### src/rtl/fbscan_pkg.sv
package fbscan_pkg;
  localparam int BURST_W = 5;
  localparam int CAP_W   = 4;

  typedef enum logic [1:0] {
    SCAN_IDLE  = 2'd0,
    SCAN_RUN   = 2'd1,
    SCAN_DRAIN = 2'd2
  } scan_state_e;

  function automatic logic [CAP_W:0] eff_cap(input logic [CAP_W-1:0] field);
    return (field == '0) ? (CAP_W+1)'(1) : {1'b0, field};
  endfunction
endpackage

### src/rtl/fbscan_burst_dec.sv
module fbscan_burst_dec
  import fbscan_pkg::*;
#(
  parameter int LEN_W = 16
) (
  input  logic [BURST_W-1:0] sel,
  input  logic [LEN_W-1:0]   remain,
  output logic [BURST_W-1:0] beats
);
  logic [BURST_W-1:0] nominal;

  // highest selected bit wins; nothing selected means single beats
  always_comb begin
    nominal = BURST_W'(1);
    for (int i = 0; i < BURST_W; i++) begin
      if (sel[i]) nominal = BURST_W'(1 << i);
    end
  end

  assign beats = (remain < LEN_W'(nominal)) ? remain[BURST_W-1:0] : nominal;
endmodule

### src/rtl/fbscan_credit.sv
module fbscan_credit
  import fbscan_pkg::*;
(
  input  logic             clk,
  input  logic             rst_n,
  input  logic [CAP_W-1:0] cap_field,
  input  logic             take,
  input  logic             give,
  output logic             can_issue,
  output logic             empty
);
  logic [CAP_W:0] count;
  logic [CAP_W:0] cap;

  assign cap = eff_cap(cap_field);

  always_ff @(posedge clk or negedge rst_n) begin
    if (!rst_n) count <= '0;
    else if (take && !give) count <= count + 1'b1;
    else if (give && !take) count <= count - 1'b1;
  end

  assign can_issue = count < cap;
  assign empty     = count == '0;
endmodule

### src/rtl/fb_scan_addrgen.sv
module fb_scan_addrgen
  import fbscan_pkg::*;
#(
  parameter int ADDR_W     = 32,
  parameter int LEN_W      = 16,
  parameter int LINE_W     = 12,
  parameter int BEAT_BYTES = 8
) (
  input  logic                clk,
  input  logic                rst_n,
  input  logic                frame_start,
  input  logic [ADDR_W-1:0]   cfg_base,
  input  logic [LEN_W-1:0]    cfg_line_len,
  input  logic [LEN_W-1:0]    cfg_pitch,
  input  logic [LINE_W-1:0]   cfg_line_cnt,
  input  logic [BURST_W-1:0]  cfg_burst_sel,
  input  logic [CAP_W-1:0]    cfg_max_out,
  output logic                req_valid,
  input  logic                req_ready,
  output logic [ADDR_W-1:0]   req_addr,
  output logic [BURST_W-1:0]  req_beats,
  input  logic                rsp_valid,
  input  logic                rsp_last,
  input  logic                rsp_err,
  output logic                busy,
  output logic                irq_dma_end,
  output logic                irq_bus_err
);
  localparam int BEAT_SH = $clog2(BEAT_BYTES);

  scan_state_e        state;
  logic [ADDR_W-1:0]  line_addr;
  logic [LEN_W-1:0]   pitch_q;
  logic [LEN_W-1:0]   line_beats_q;
  logic [LEN_W-1:0]   rem_q;
  logic [LEN_W-1:0]   off_q;
  logic [LINE_W-1:0]  line_idx;
  logic [LINE_W-1:0]  last_line;
  logic [BURST_W-1:0] sel_q;
  logic [CAP_W-1:0]   cap_q;
  logic               dma_end_q;
  logic               bus_err_q;

  logic [LEN_W:0]     len_round;
  logic [LEN_W-1:0]   start_beats;
  logic               can_issue;
  logic               drained;
  logic               fire;
  logic               line_done;

  // bytes to beats, rounding a partial beat up, never fewer than one beat
  assign len_round   = ({1'b0, cfg_line_len} + (LEN_W+1)'(BEAT_BYTES - 1)) >> BEAT_SH;
  assign start_beats = (len_round == '0) ? LEN_W'(1) : len_round[LEN_W-1:0];

  fbscan_burst_dec #(.LEN_W(LEN_W)) u_dec (
    .sel    (sel_q),
    .remain (rem_q),
    .beats  (req_beats)
  );

  fbscan_credit u_credit (
    .clk       (clk),
    .rst_n     (rst_n),
    .cap_field (cap_q),
    .take      (fire),
    .give      (rsp_valid && rsp_last),
    .can_issue (can_issue),
    .empty     (drained)
  );

  assign req_valid = (state == SCAN_RUN) && can_issue;
  assign req_addr  = line_addr + (ADDR_W'(off_q) << BEAT_SH);
  assign fire      = req_valid && req_ready;
  assign line_done = rem_q == LEN_W'(req_beats);

  always_ff @(posedge clk or negedge rst_n) begin
    if (!rst_n) begin
      state        <= SCAN_IDLE;
      line_addr    <= '0;
      pitch_q      <= '0;
      line_beats_q <= '0;
      rem_q        <= '0;
      off_q        <= '0;
      line_idx     <= '0;
      last_line    <= '0;
      sel_q        <= '0;
      cap_q        <= '0;
      dma_end_q    <= 1'b0;
    end else begin
      dma_end_q <= 1'b0;
      unique case (state)
        SCAN_IDLE: begin
          if (frame_start) begin
            line_addr    <= cfg_base;
            pitch_q      <= cfg_pitch;
            line_beats_q <= start_beats;
            rem_q        <= start_beats;
            off_q        <= '0;
            line_idx     <= '0;
            last_line    <= cfg_line_cnt;
            sel_q        <= cfg_burst_sel;
            cap_q        <= cfg_max_out;
            state        <= SCAN_RUN;
          end
        end
        SCAN_RUN: begin
          if (fire) begin
            if (line_done) begin
              if (line_idx == last_line) begin
                state <= SCAN_DRAIN;
              end else begin
                line_addr <= line_addr + ADDR_W'(pitch_q);
                line_idx  <= line_idx + 1'b1;
                off_q     <= '0;
                rem_q     <= line_beats_q;
              end
            end else begin
              off_q <= off_q + LEN_W'(req_beats);
              rem_q <= rem_q - LEN_W'(req_beats);
            end
          end
        end
        SCAN_DRAIN: begin
          if (drained) begin
            state     <= SCAN_IDLE;
            dma_end_q <= 1'b1;
          end
        end
        default: state <= SCAN_IDLE;
      endcase
    end
  end

  always_ff @(posedge clk or negedge rst_n) begin
    if (!rst_n) bus_err_q <= 1'b0;
    else        bus_err_q <= rsp_valid && rsp_err;
  end

  assign busy        = state != SCAN_IDLE;
  assign irq_dma_end = dma_end_q;
  assign irq_bus_err = bus_err_q;
endmodule

### config.mk
export PLATFORM = sky130hd
export DESIGN_NAME = fb_scan_addrgen
export DESIGN_NICKNAME = d
export VERILOG_FILES = /design/src/rtl/fbscan_pkg.sv /design/src/rtl/fbscan_burst_dec.sv /design/src/rtl/fbscan_credit.sv /design/src/rtl/fb_scan_addrgen.sv
export SDC_FILE = /design/constraint.sdc
export NUM_CORES = 1
export LEC_CHECK = 0
export BUFFER_PORTS_ARGS = -buffer_cell sky130_fd_sc_hd__buf_2
export CORE_ASPECT_RATIO = 0.75
export CORE_UTILIZATION = 35
export DETAILED_ROUTE_END_ITERATION = 8
export PLACE_DENSITY = 0.63
export RECOVER_POWER = 100
export SYNTH_ARGS = -nofsm -noshare
export SYNTH_HDL_FRONTEND = slang
export SYNTH_HIERARCHICAL = 1
export SYNTH_SLANG_ARGS = --single-unit
### constraint.sdc
create_clock -name clk -period 5.83 [get_ports clk]
set_clock_uncertainty 0.05 [all_clocks]
set_input_delay 1.166 -clock clk [delete_from_list [all_inputs] [get_ports clk]]
set_output_delay 1.166 -clock clk [all_outputs]
set_load 0.01 [all_outputs]
# Word level (Yosys, flattened, before mapping)
# Index checks and enable logic that the tools add are counted.
totals:
  out_inout_bits: 41
  ff_bits: 138
  inputBits: 92
classes:
  n_eq_ne: 11
  n_reduce_logical: 19
  order_cmp: 2
  addsub: 8
  n_mux: 37
op_table:
  columns: ["operator", "count"]
  rows:
  - ["2-to-1 mux 16 bit", 8]
  - ["2-to-1 mux 32 bit", 4]
  - ["one-hot mux 16 bit (2 select lines)", 2]
  - ["one-hot mux 32 bit (2 select lines)", 1]
  - ["2-to-1 mux 12 bit", 4]
  - ["adder 32 x 16 -> 32 bit", 1]
  - ["adder 32 x 19 -> 32 bit", 1]
  - ["one-hot mux 12 bit (2 select lines)", 1]
  - ["2-to-1 mux 5 bit", 4]
  - ["adder 16 x 3 -> 17 bit, second input constant", 1]
  - ["logical NOT 17 bit", 1]
  - ["adder 16 x 5 -> 16 bit", 1]
  - ["equality test 16 x 5 -> 1 bit", 1]
  - ["less-than comparator 16 x 5 -> 1 bit", 1]
  - ["subtractor 16 x 5 -> 16 bit", 1]
  - ["2-to-1 mux 14 bit", 1]
  - ["adder 12 x 1 -> 12 bit, second input constant", 1]
  - ["equality test 12 bit", 1]
  - ["2-to-1 mux 2 bit", 6]
  - ["AND reduction 5 bit", 2]
  - ["2-to-1 mux 4 bit", 2]
  - ["inequality test 2 bit, second input constant", 4]
  - ["logical AND 1 bit", 6]
  - ["one-hot mux 2 bit (3 select lines)", 1]
  - ["other kinds (16)", 21]

# Longest topological paths before layout
# Gate-level depths: netlist of the first run.
logic_depth:
  word_depth: 10
  ltp_mapped: 19

# By module
# The synthesis of the first run kept the hierarchy.
modules_own_cells:
  columns: ["module", "instances", "seq_area_each_um2", "area_each_um2", "cells_each"]
  rows:
  - ["fb_scan_addrgen", 1, 3278.1, 8667.1, 1043]
  - ["fbscan_credit", 1, 125.1, 481.7, 52]
  - ["fbscan_burst_dec", 1, 0.0, 242.7, 29]

# Worst setup path before layout of the first run
# OpenSTA, ideal clock, no wires.
synth_timing:
  path_kind: "register to register"
  start: "register sel_q[4]"
  end: "register line_addr[29]"
  path_slack_ns: 1.349
  path_stages_with_launch: 19
  path_buffers: 2
  arrival_time_ns: 4.311
  required_ns: 5.660
  cell_sequence: "dfrtp_1 -> nor2_1 -> nand3b_1 -> ha_1 -> o211ai_1 -> a21oi_1 -> o21ai_4 -> mux2i_1 -> inv_1 -> ha_1 -> or4bb_1 -> nor4_4 -> or2b_1 -> buf_6 -> and3_1 -> buf_6 -> nand2_4 -> or4_1 -> o211a_1"
synth_between:
  elab_chain_cells: 6
synth_lines:
  columns: ["item", "line_no", "text"]
  rows:
  - ["start: declaration", "fb_scan_addrgen.sv:39", "logic [BURST_W-1:0] sel_q;"]
  - ["start signal: assignment", "fb_scan_addrgen.sv:101", "sel_q <= cfg_burst_sel;"]
  - ["2-to-1 mux 5 bit (*)", "fbscan_burst_dec.sv:16", "if (sel[i]) nominal = BURST_W'(1 << i);"]
  - ["less-than comparator 16 x 5 -> 1 bit", "fbscan_burst_dec.sv:20", "assign beats = (remain < LEN_W'(nominal)) ? remain[BURST_W-1:0] : nominal;"]
  - ["2-to-1 mux 5 bit (*)", "fbscan_burst_dec.sv:20", null]
  - ["via req_beats[1]", "fb_scan_addrgen.sv:21", "output logic [BURST_W-1:0] req_beats,"]
  - ["equality test 16 x 5 -> 1 bit (*)", "fb_scan_addrgen.sv:74", "assign line_done = rem_q == LEN_W'(req_beats);"]
  - ["inequality test 2 bit (no line) (*)", null, null]
  - ["AND reduction 5 bit (no line) (*)", null, null]
  - ["end signal: assignment", "fb_scan_addrgen.sv:94", "line_addr <= cfg_base;"]
  - ["end signal: assignment", "fb_scan_addrgen.sv:112", "line_addr <= line_addr + ADDR_W'(pitch_q);"]
  - ["end: declaration", "fb_scan_addrgen.sv:32", "logic [ADDR_W-1:0] line_addr;"]
# The timed path passes the listed nets; every way through them passes the cells marked *.
# A chain may end at the register's enable or synchronous reset.

# Worst setup path after layout of the first run
layout_timing:
  start: "register sel_q[3]"
  end: "register line_addr[29]"
layout_between:
  elab_chain_cells: 7
layout_lines:
  columns: ["item", "line_no"]
  rows:
  - ["2-to-1 mux 4 bit (*)", "fbscan_burst_dec.sv:16"]
  - ["2-to-1 mux 5 bit (*)", "fbscan_burst_dec.sv:16"]
  - ["less-than comparator 16 x 5 -> 1 bit", "fbscan_burst_dec.sv:20"]
  - ["2-to-1 mux 5 bit (*)", "fbscan_burst_dec.sv:20"]
  - ["equality test 16 x 5 -> 1 bit (*)", "fb_scan_addrgen.sv:74"]
  - ["inequality test 2 bit (no line) (*)", null]
  - ["AND reduction 5 bit (no line) (*)", null]
# Every way passes the cells marked *; elsewhere a longest branch is shown, timed or not.

==> results of run 1 <==
-- layer usage --
layer / up-vias / GRT usage (%)
li1: 4216 / -
met1: 4055 / 31.9
met2: 245 / 29.7
met3: 17 / 5.01
met4: 2 / 4.63
met5: - / 0
-- power by group through the flow --
stage	logic (mW)	clock network, mW	registers, mW
floorplan	2.47	0	1.55
global placement	3.13	0	1.70
detailed placement	3.20	0	1.71
CTS	3.22	1.17	1.70
global route	3.61	1.22	1.76
finish	3.18	1.15	1.70
-- through the flow --
step                setup WS [ns]  cell area [um^2]
detailed placement          0.624             10300
global placement            0.745             10300
floorplan                    1.35              9360
global route                0.116             10800
CTS                         0.571             11000
finish                      0.460             10800
-- critical path: stages, from the launching register on --
cell and delay [ns]:
dfrtp_1 0.46, nor2_1 0.16, nand3b_1 0.14, ha_1 0.31, o211ai_1 0.18, a21oi_1 0.11
o21ai_4 0.28, mux2i_1 0.49, inv_1 0.16, ha_1 0.37, or4bb_1 0.40, nor4_1 0.24
or2b_1 0.49, and3_1 0.66, nand2_4 0.12, or4_1 0.49, o211a_1 0.14
-- path summary, 6_finish.rpt --
| check | to | slack (ns) |
|---|---|---|
| setup / recovery | line_addr[29] | 0.46 |
| hold / removal | line_beats_q[6] | 0.43 |
| setup reg to reg | line_addr[29] | 0.46 |
| hold reg to reg | line_beats_q[6] | 0.43 |
| max in group asynchronous | line_addr[25] | 1.29 |
| min in group asynchronous | line_addr[6] | 1.54 |
-- sequential cells by signal, indices dropped and copies added, names as in the netlist, 5 cells and up --
| register | cells |
|---|---|
| pitch_q | 16 |
| last_line | 12 |
| rem_q | 16 |
| line_addr | 32 |
| u_credit/count | 5 |
| line_idx | 12 |
| line_beats_q | 14 |
| off_q | 16 |
-- area by class of cell --
cell class	instances	share of cell area, %
inverter	28	0.969
multi-input combinational	907	52.0
clock inverter	15	1.75
timing repair buffer	144	6.25
tap	344	3.97
sequential	135	31.1
clock buffer	17	3.92
==> results by group, run 1 <==
Timing
  – RSZ-0062 raised after global routing: false
  – Setup TNS: 0 ns
  – Hold Vio Cnt, Final: 0
  – Worst Max-Slew Pin Slew: 2.94 ns
  – Final slew viol count: 195
  – WHS: 0.429 ns
  – Tcrit/Tclk final: 92.1%
  – Fmax: 0.186 GHz
  – Crit path time final: 5.37 ns
  – Final setup violation count: 0
  – Slew Limit Headroom: -96.2%

Cells and area
  – Fillers: 2,648
  – Sequential Area: 3380 um^2
  – Multi-input logic area: 5640 um^2
  – Final net count: 1,384
  – Commonest non-fill, non-tap cell in the layout: nand2_1
  – Final Non-Filler Cells: 1,590
  – Area Growth Syn to Fin: 15.9%
  – Final Util: 41.6%
  – Ant. Diodes: 0
  – Layout cells sized above 1: 12.3%
  – Most frequent cells in the layout: nand2_1 (224), dfrtp_1 (135), buf_2 (91), nor2_1 (83), a21oi_1 (68)

Worst setup path
  – R2R Path Start: sel_q[3]
  – Crit path DAT: 5.64 ns
  – Critical Path Sink Type: flip-flop
  – WS Path Type: flip-flop to flip-flop
  – Critical Path Start Type: flip-flop
  – R2R depth: 16
  – CP required: 6.11 ns
  – Critical path origin: sel_q[3]
  – Crit path max fanout: 13

Clocking
  – # H-tree levels: 4
  – Root Buffer: clkbuf_16
  – Clock sink count: 135
  – # resized after CTS: 0
  – # hold bufs at CTS: 0
  – Post-CTS setup buffers: 0
  – TritonCTS clock tree: done
  – CTS Buf Count: 17
  – CTS max path bufs: 2
  – Clock Latency Late Sink: 0.44 ns
  – Clock transition at path regs: 0.07 ns

Drt
  – DR vias: 8,535
  – Routed Antenna Nets: 0
  – DRC viols: 0
  – Wire length on met3: 1780 um
  – Met2 routed WL: 11,500 um
  – DRT iter0 DRCs: 737
  – Routed len/inst: 17.5 um
  – Via density: 5.37
  – TritonRoute pass-1 iters: 7
  – WL met1: 14,300 um
  – Drt total wl: 27,900 um
  – Max Used Layer: met5

Global route
  – Vias in the first global route: 7,993
  – First-pass GRT wire length: 44,500 um
  – Pin count of the biggest net entering global routing: 101
  – Gr usage total: 21.1%
  – Gr ovfl total: 0
  – Initial antenna violation count: 1

Power
  – Overall power: 6.04 mW
  – Switching share of total power: 45.9%
  – Pint: 3.26 mW
  – Power share of the combinational group: 52.7%
  – Clk pwr share: 19.1%
  – Pwr Density: 557 nW/um^2
  – Net Sw Power: 2.77 mW
  – Peak supply drop: 0.000234 V
  – Pleak: 4.97 nW
  – Seq pwr share: 28.2%

Placed design
  – Detailed placement HPWL: 20,200 um
  – IO Port Bufs: 131
  – GPL Wtd Cong: 0.894
  – Dpl cells: 1,558

Die
  – DIE AREA: 27,400 um^2
  – Core area: 26,100 um^2
  – Chip Width: 191 um
  – Top Ports: 133
  – Rows: 51
  – Starting density of the core: 35.8%
  – Die height: 144 um

Yosys
  – Avg Inst Size Synth: 8.35 um^2
  – Ys Warns: 6
  – Post-Syn Area: 9360 um^2
  – Post-Synthesis Cells: 1,120
  – Syn Nets: 1,271

Min path
  – Hold depth: 2
  – Worst hold path class: flip-flop to flip-flop
  – Worst hold start: line_beats_q[6]

Outcome
  – Status: complete, but fails checks
  – Violated checks: max-capacitance violations, max-slew violations

Run
  – Max-cap check violation count: 3
No activity file was read; power rests on OpenSTA's default activity.
==> inputs of run 2 (changes only) <==
- SYNTH_HIERARCHICAL: 1 -> not set
==> results by group, run 2 <==
Drt
  – Routed Antenna Nets: 0 (unchanged)
  – Drt total wl: 26,300 um (was 27,900 um)
  – DR vias: 8,615 (was 8,535)
  – TritonRoute pass-1 iters: 5 (was 7)
  – Routed len/inst: 16.2 um (was 17.5 um)
  – DRT iter0 DRCs: 516 (was 737)
  – Via density: 5.32 (was 5.37)
  – DRC viols: 0 (unchanged)

Timing
  – Setup TNS: 0 ns (unchanged)
  – PnR worst setup slack: 0.472 ns (was 0.460 ns)
  – Fmax: 0.187 GHz (was 0.186 GHz)
  – Hold Vio Cnt, Final: 0 (unchanged)
  – Slew Limit Headroom: -66.2% (was -96.2%)
  – Crit path time final: 5.36 ns (was 5.37 ns)
  – Tcrit/Tclk final: 91.9% (was 92.1%)
  – RSZ-0062 raised after global routing: false (unchanged)
  – WHS: 0.427 ns (was 0.429 ns)
  – Final slew viol count: 174 (was 195)
  – Final setup violation count: 0 (unchanged)
  – Worst Max-Slew Pin Slew: 2.49 ns (was 2.94 ns)

Clocking
  – CTS max path bufs: 2 (unchanged)
  – TritonCTS clock tree: done (unchanged)
  – Clock transition at path regs: 0.06 ns (was 0.07 ns)
  – Clock Latency Late Sink: 0.43 ns (was 0.44 ns)
  – CTS Buf Count: 17 (unchanged)
  – # resized after CTS: 0 (unchanged)
  – # hold bufs at CTS: 0 (unchanged)
  – Clock sink count: 135 (unchanged)
  – # H-tree levels: 4 (unchanged)
  – Root Buffer: clkbuf_16 (unchanged)
  – Post-CTS setup buffers: 0 (unchanged)

Worst setup path
  – CP required: 6.11 ns (about the same)
  – WS Path Type: flip-flop to flip-flop (unchanged)
  – Largest stage delay on the critical path: 0.50 ns (was 0.66 ns)
  – Crit path max fanout: 41 (was 13)
  – Buffers & Inverters on Critical Path: 2 (was 1)
  – Crit path DAT: 5.64 ns (about the same)
  – Critical path's slowest cell: dfrtp_1 (was and3_1)
  – Delay-heaviest family, CP: compound AO/OA/AOI/OAI gates (was simple AND/OR/NAND/NOR gates)
  – Critical path cell sequence: nor2_1 > and2_0 > inv_1 > ha_1 > a21o_1 > a31o_2 > a21oi_1 > nand2_1 > o21ai_0 > ha_1 > and3_1 > a32o_1 > nor2_4 > buf_4 > and2_0 > a311oi_1 > a311oi_1 (was nor2_1 > nand3b_1 > ha_1 > o211ai_1 > a21oi_1 > o21ai_4 > mux2i_1 > inv_1 > ha_1 > or4bb_1 > nor4_1 > or2b_1 > and3_1 > nand2_4 > or4_1 > o211a_1)
  – Critical Path Start Type: flip-flop (unchanged)
  – Critical Path Sink Type: flip-flop (unchanged)

Cells and area
  – Biggest register: line_addr (unchanged)
  – Fillers: 2,678 (was 2,648)
  – Layout cells sized above 1: 12.2% (was 12.3%)
  – Final net count: 1,407 (was 1,384)
  – Max reg flops: 32 (unchanged)
  – Area Growth Syn to Fin: 15.3% (was 15.9%)
  – Most frequent cells in the layout: nand2_1 (222), dfrtp_1 (135), nor2_1 (97), o21ai_0 (89), buf_2 (89) (was nand2_1 (224), dfrtp_1 (135), buf_2 (91), nor2_1 (83), a21oi_1 (68))
  – Final Util: 41.6% (about the same)
  – Commonest non-fill, non-tap cell in the layout: nand2_1 (unchanged)
  – Final Non-Filler Cells: 1,618 (was 1,590)

Yosys
  – Xor and xnor area share after synthesis: 7.88%
  – Async S/R FF share, synth: 100%
  – Seq/Total Area, Yosys: 35.7%
  – Post-synthesis mux area share: 0.344%
  – Area contributors post-synth: dfrtp_1 (36%), nand2_1 (8.8%), ha_1 (6.9%)
  – Post-synth EDFFs: 0
  – Post-synth top cells: nand2_1 (223), dfrtp_1 (135), nor2_1 (97), o21ai_0 (88), a21oi_1 (63)
  – Synth top area share: 35.7%
  – Syn Nets: 1,303 (was 1,271)
  – Cell with the most instances after synthesis: nand2_1
  – Post-Syn Area: 9470 um^2 (was 9360 um^2)
  – Ys Warns: 0 (was 6)
  – Post-synthesis compound-gate area fraction: 20.6%
  – Top FF cell, synth: dfrtp_1
  – Post-Synthesis Cells: 1,156 (was 1,120)
  – Fraction of the mapped netlist area in simple logic gates: 23.3%
  – Synth Register Bits: 135
  – Synth Area in Adders: 7.51%
  – Dominant cell type by area after synthesis: dfrtp_1
  – Avg Inst Size Synth: 8.19 um^2 (was 8.35 um^2)
  – Synth unique cells: 76
  – Largest family of logic cells by synthesized area: simple AND/OR/NAND/NOR gates

Global route
  – First-pass GRT wire length: 42,600 um (was 44,500 um)
  – Vias in the first global route: 8,130 (was 7,993)
  – Initial antenna violation count: 2 (was 1)
  – Gr usage total: 19.5% (was 21.1%)
  – Gr ovfl total: 0 (unchanged)
  – Pin count of the biggest net entering global routing: 96 (was 101)

Min path
  – Worst hold path class: flip-flop to flip-flop (unchanged)

Die
  – Top Ports: 133 (unchanged)
  – Core area: 26,200 um^2 (was 26,100 um^2)
  – Chip Width: 192 um (was 191 um)
  – Rows: 51 (unchanged)
  – Die height: 144 um (about the same)
  – DIE AREA: 27,700 um^2 (was 27,400 um^2)
  – Starting density of the core: 36.1% (was 35.8%)

Run
  – Max-cap check violation count: 3 (unchanged)

Placed design
  – IO Port Bufs: 131 (unchanged)
  – GPL Wtd Cong: 0.895 (was 0.894)
  – Dpl cells: 1,585 (was 1,558)
  – Detailed placement HPWL: 18,900 um (was 20,200 um)
  – Pre-CTS setup slack: 0.716 ns (was 0.624 ns)

Power
  – Pleak: 5.06 nW (was 4.97 nW)
  – Peak supply drop: 0.000228 V (was 0.000234 V)
  – Pwr Density: 466 nW/um^2 (was 557 nW/um^2)

Outcome
  – Violated checks: max-capacitance violations, max-slew violations (unchanged)
  – Status: complete, but fails checks (unchanged)
run 2: cell types whose count changed in the layout (fill, tap and decap cells not counted), moves of 8 or more:
cell / previous run / this run
nor4_1: 12 / 4
inv_1: 28 / 46
o21ai_0: 66 / 89
mux2i_1: 9 / 1
nor2_1: 83 / 97
a311oi_1: 0 / 8
a21o_1: 14 / 26
run 2: cells by family after synthesis:
kind of cell | Yosys count
simple gates | 479
compound gates | 298
flops | 135
buf+inv | 103
xor+xnor | 83
fa+ha+maj | 55
mux | 3
run 2: worst paths after layout:
kind	slack, ns	end	start	depth (start not counted)
worst max-delay path	0.47	line_addr[28]	sel_q[4]	17
min in group asynchronous	1.42	cap_q[2]	rst_n	1
worst min register to register	0.43	line_beats_q[8]	line_beats_q[8]	2
worst min-delay path	0.43	line_beats_q[8]	line_beats_q[8]	2
max in group asynchronous	1.18	last_line[11]	rst_n	2
worst max register to register	0.47	line_addr[28]	sel_q[4]	17
run 2: area by class of cell:
| cell class | instances | area, um^2 | area share [%] |
|---|---|---|---|
| antenna | 2 | 5.00 | 0.0459 |
| clock buffer | 18 | 439 | 4.02 |
| clock inverter | 13 | 170 | 1.56 |
| inverter | 46 | 173 | 1.58 |
| multi-input combinational | 918 | 5640 | 51.7 |
| sequential | 135 | 3380 | 31.0 |
| tap | 344 | 430 | 3.94 |
| timing repair buffer | 142 | 676 | 6.19 |
run 2: stage by stage:
stage,area (um^2),total power [mW]
floorplan,9470,3.30
CTS,11000,5.14
finish,10900,5.09
detailed placement,10400,3.97
global route,10900,5.50
global placement,10400,3.93
run 2: power breakdown:
part,leakage [nW],internal [mW],switching (mW)
Sequential,1.70,1.21,0.343
Clock,0.295,0.689,0.454
Combinational,3.06,1.03,1.36
Total,5.06,2.93,2.16
run 2: worst reg2reg max path: cells and delay by family, from the launching register on:
| family | cells | cell delay [ns] |
|---|---|---|
| compound gates | 7 | 1.95 |
| fa+ha+maj | 2 | 0.55 |
| buf+inv | 2 | 0.56 |
| flops | 1 | 0.50 |
| simple gates | 6 | 1.66 |
run 2: routing by layer:
metal / routed length, um / global-route usage [%]
met4: 215 / 4.30
met5: 0 / 0
met1: 13100 / 28.5
met2: 11400 / 29.3
met3: 1650 / 4.08
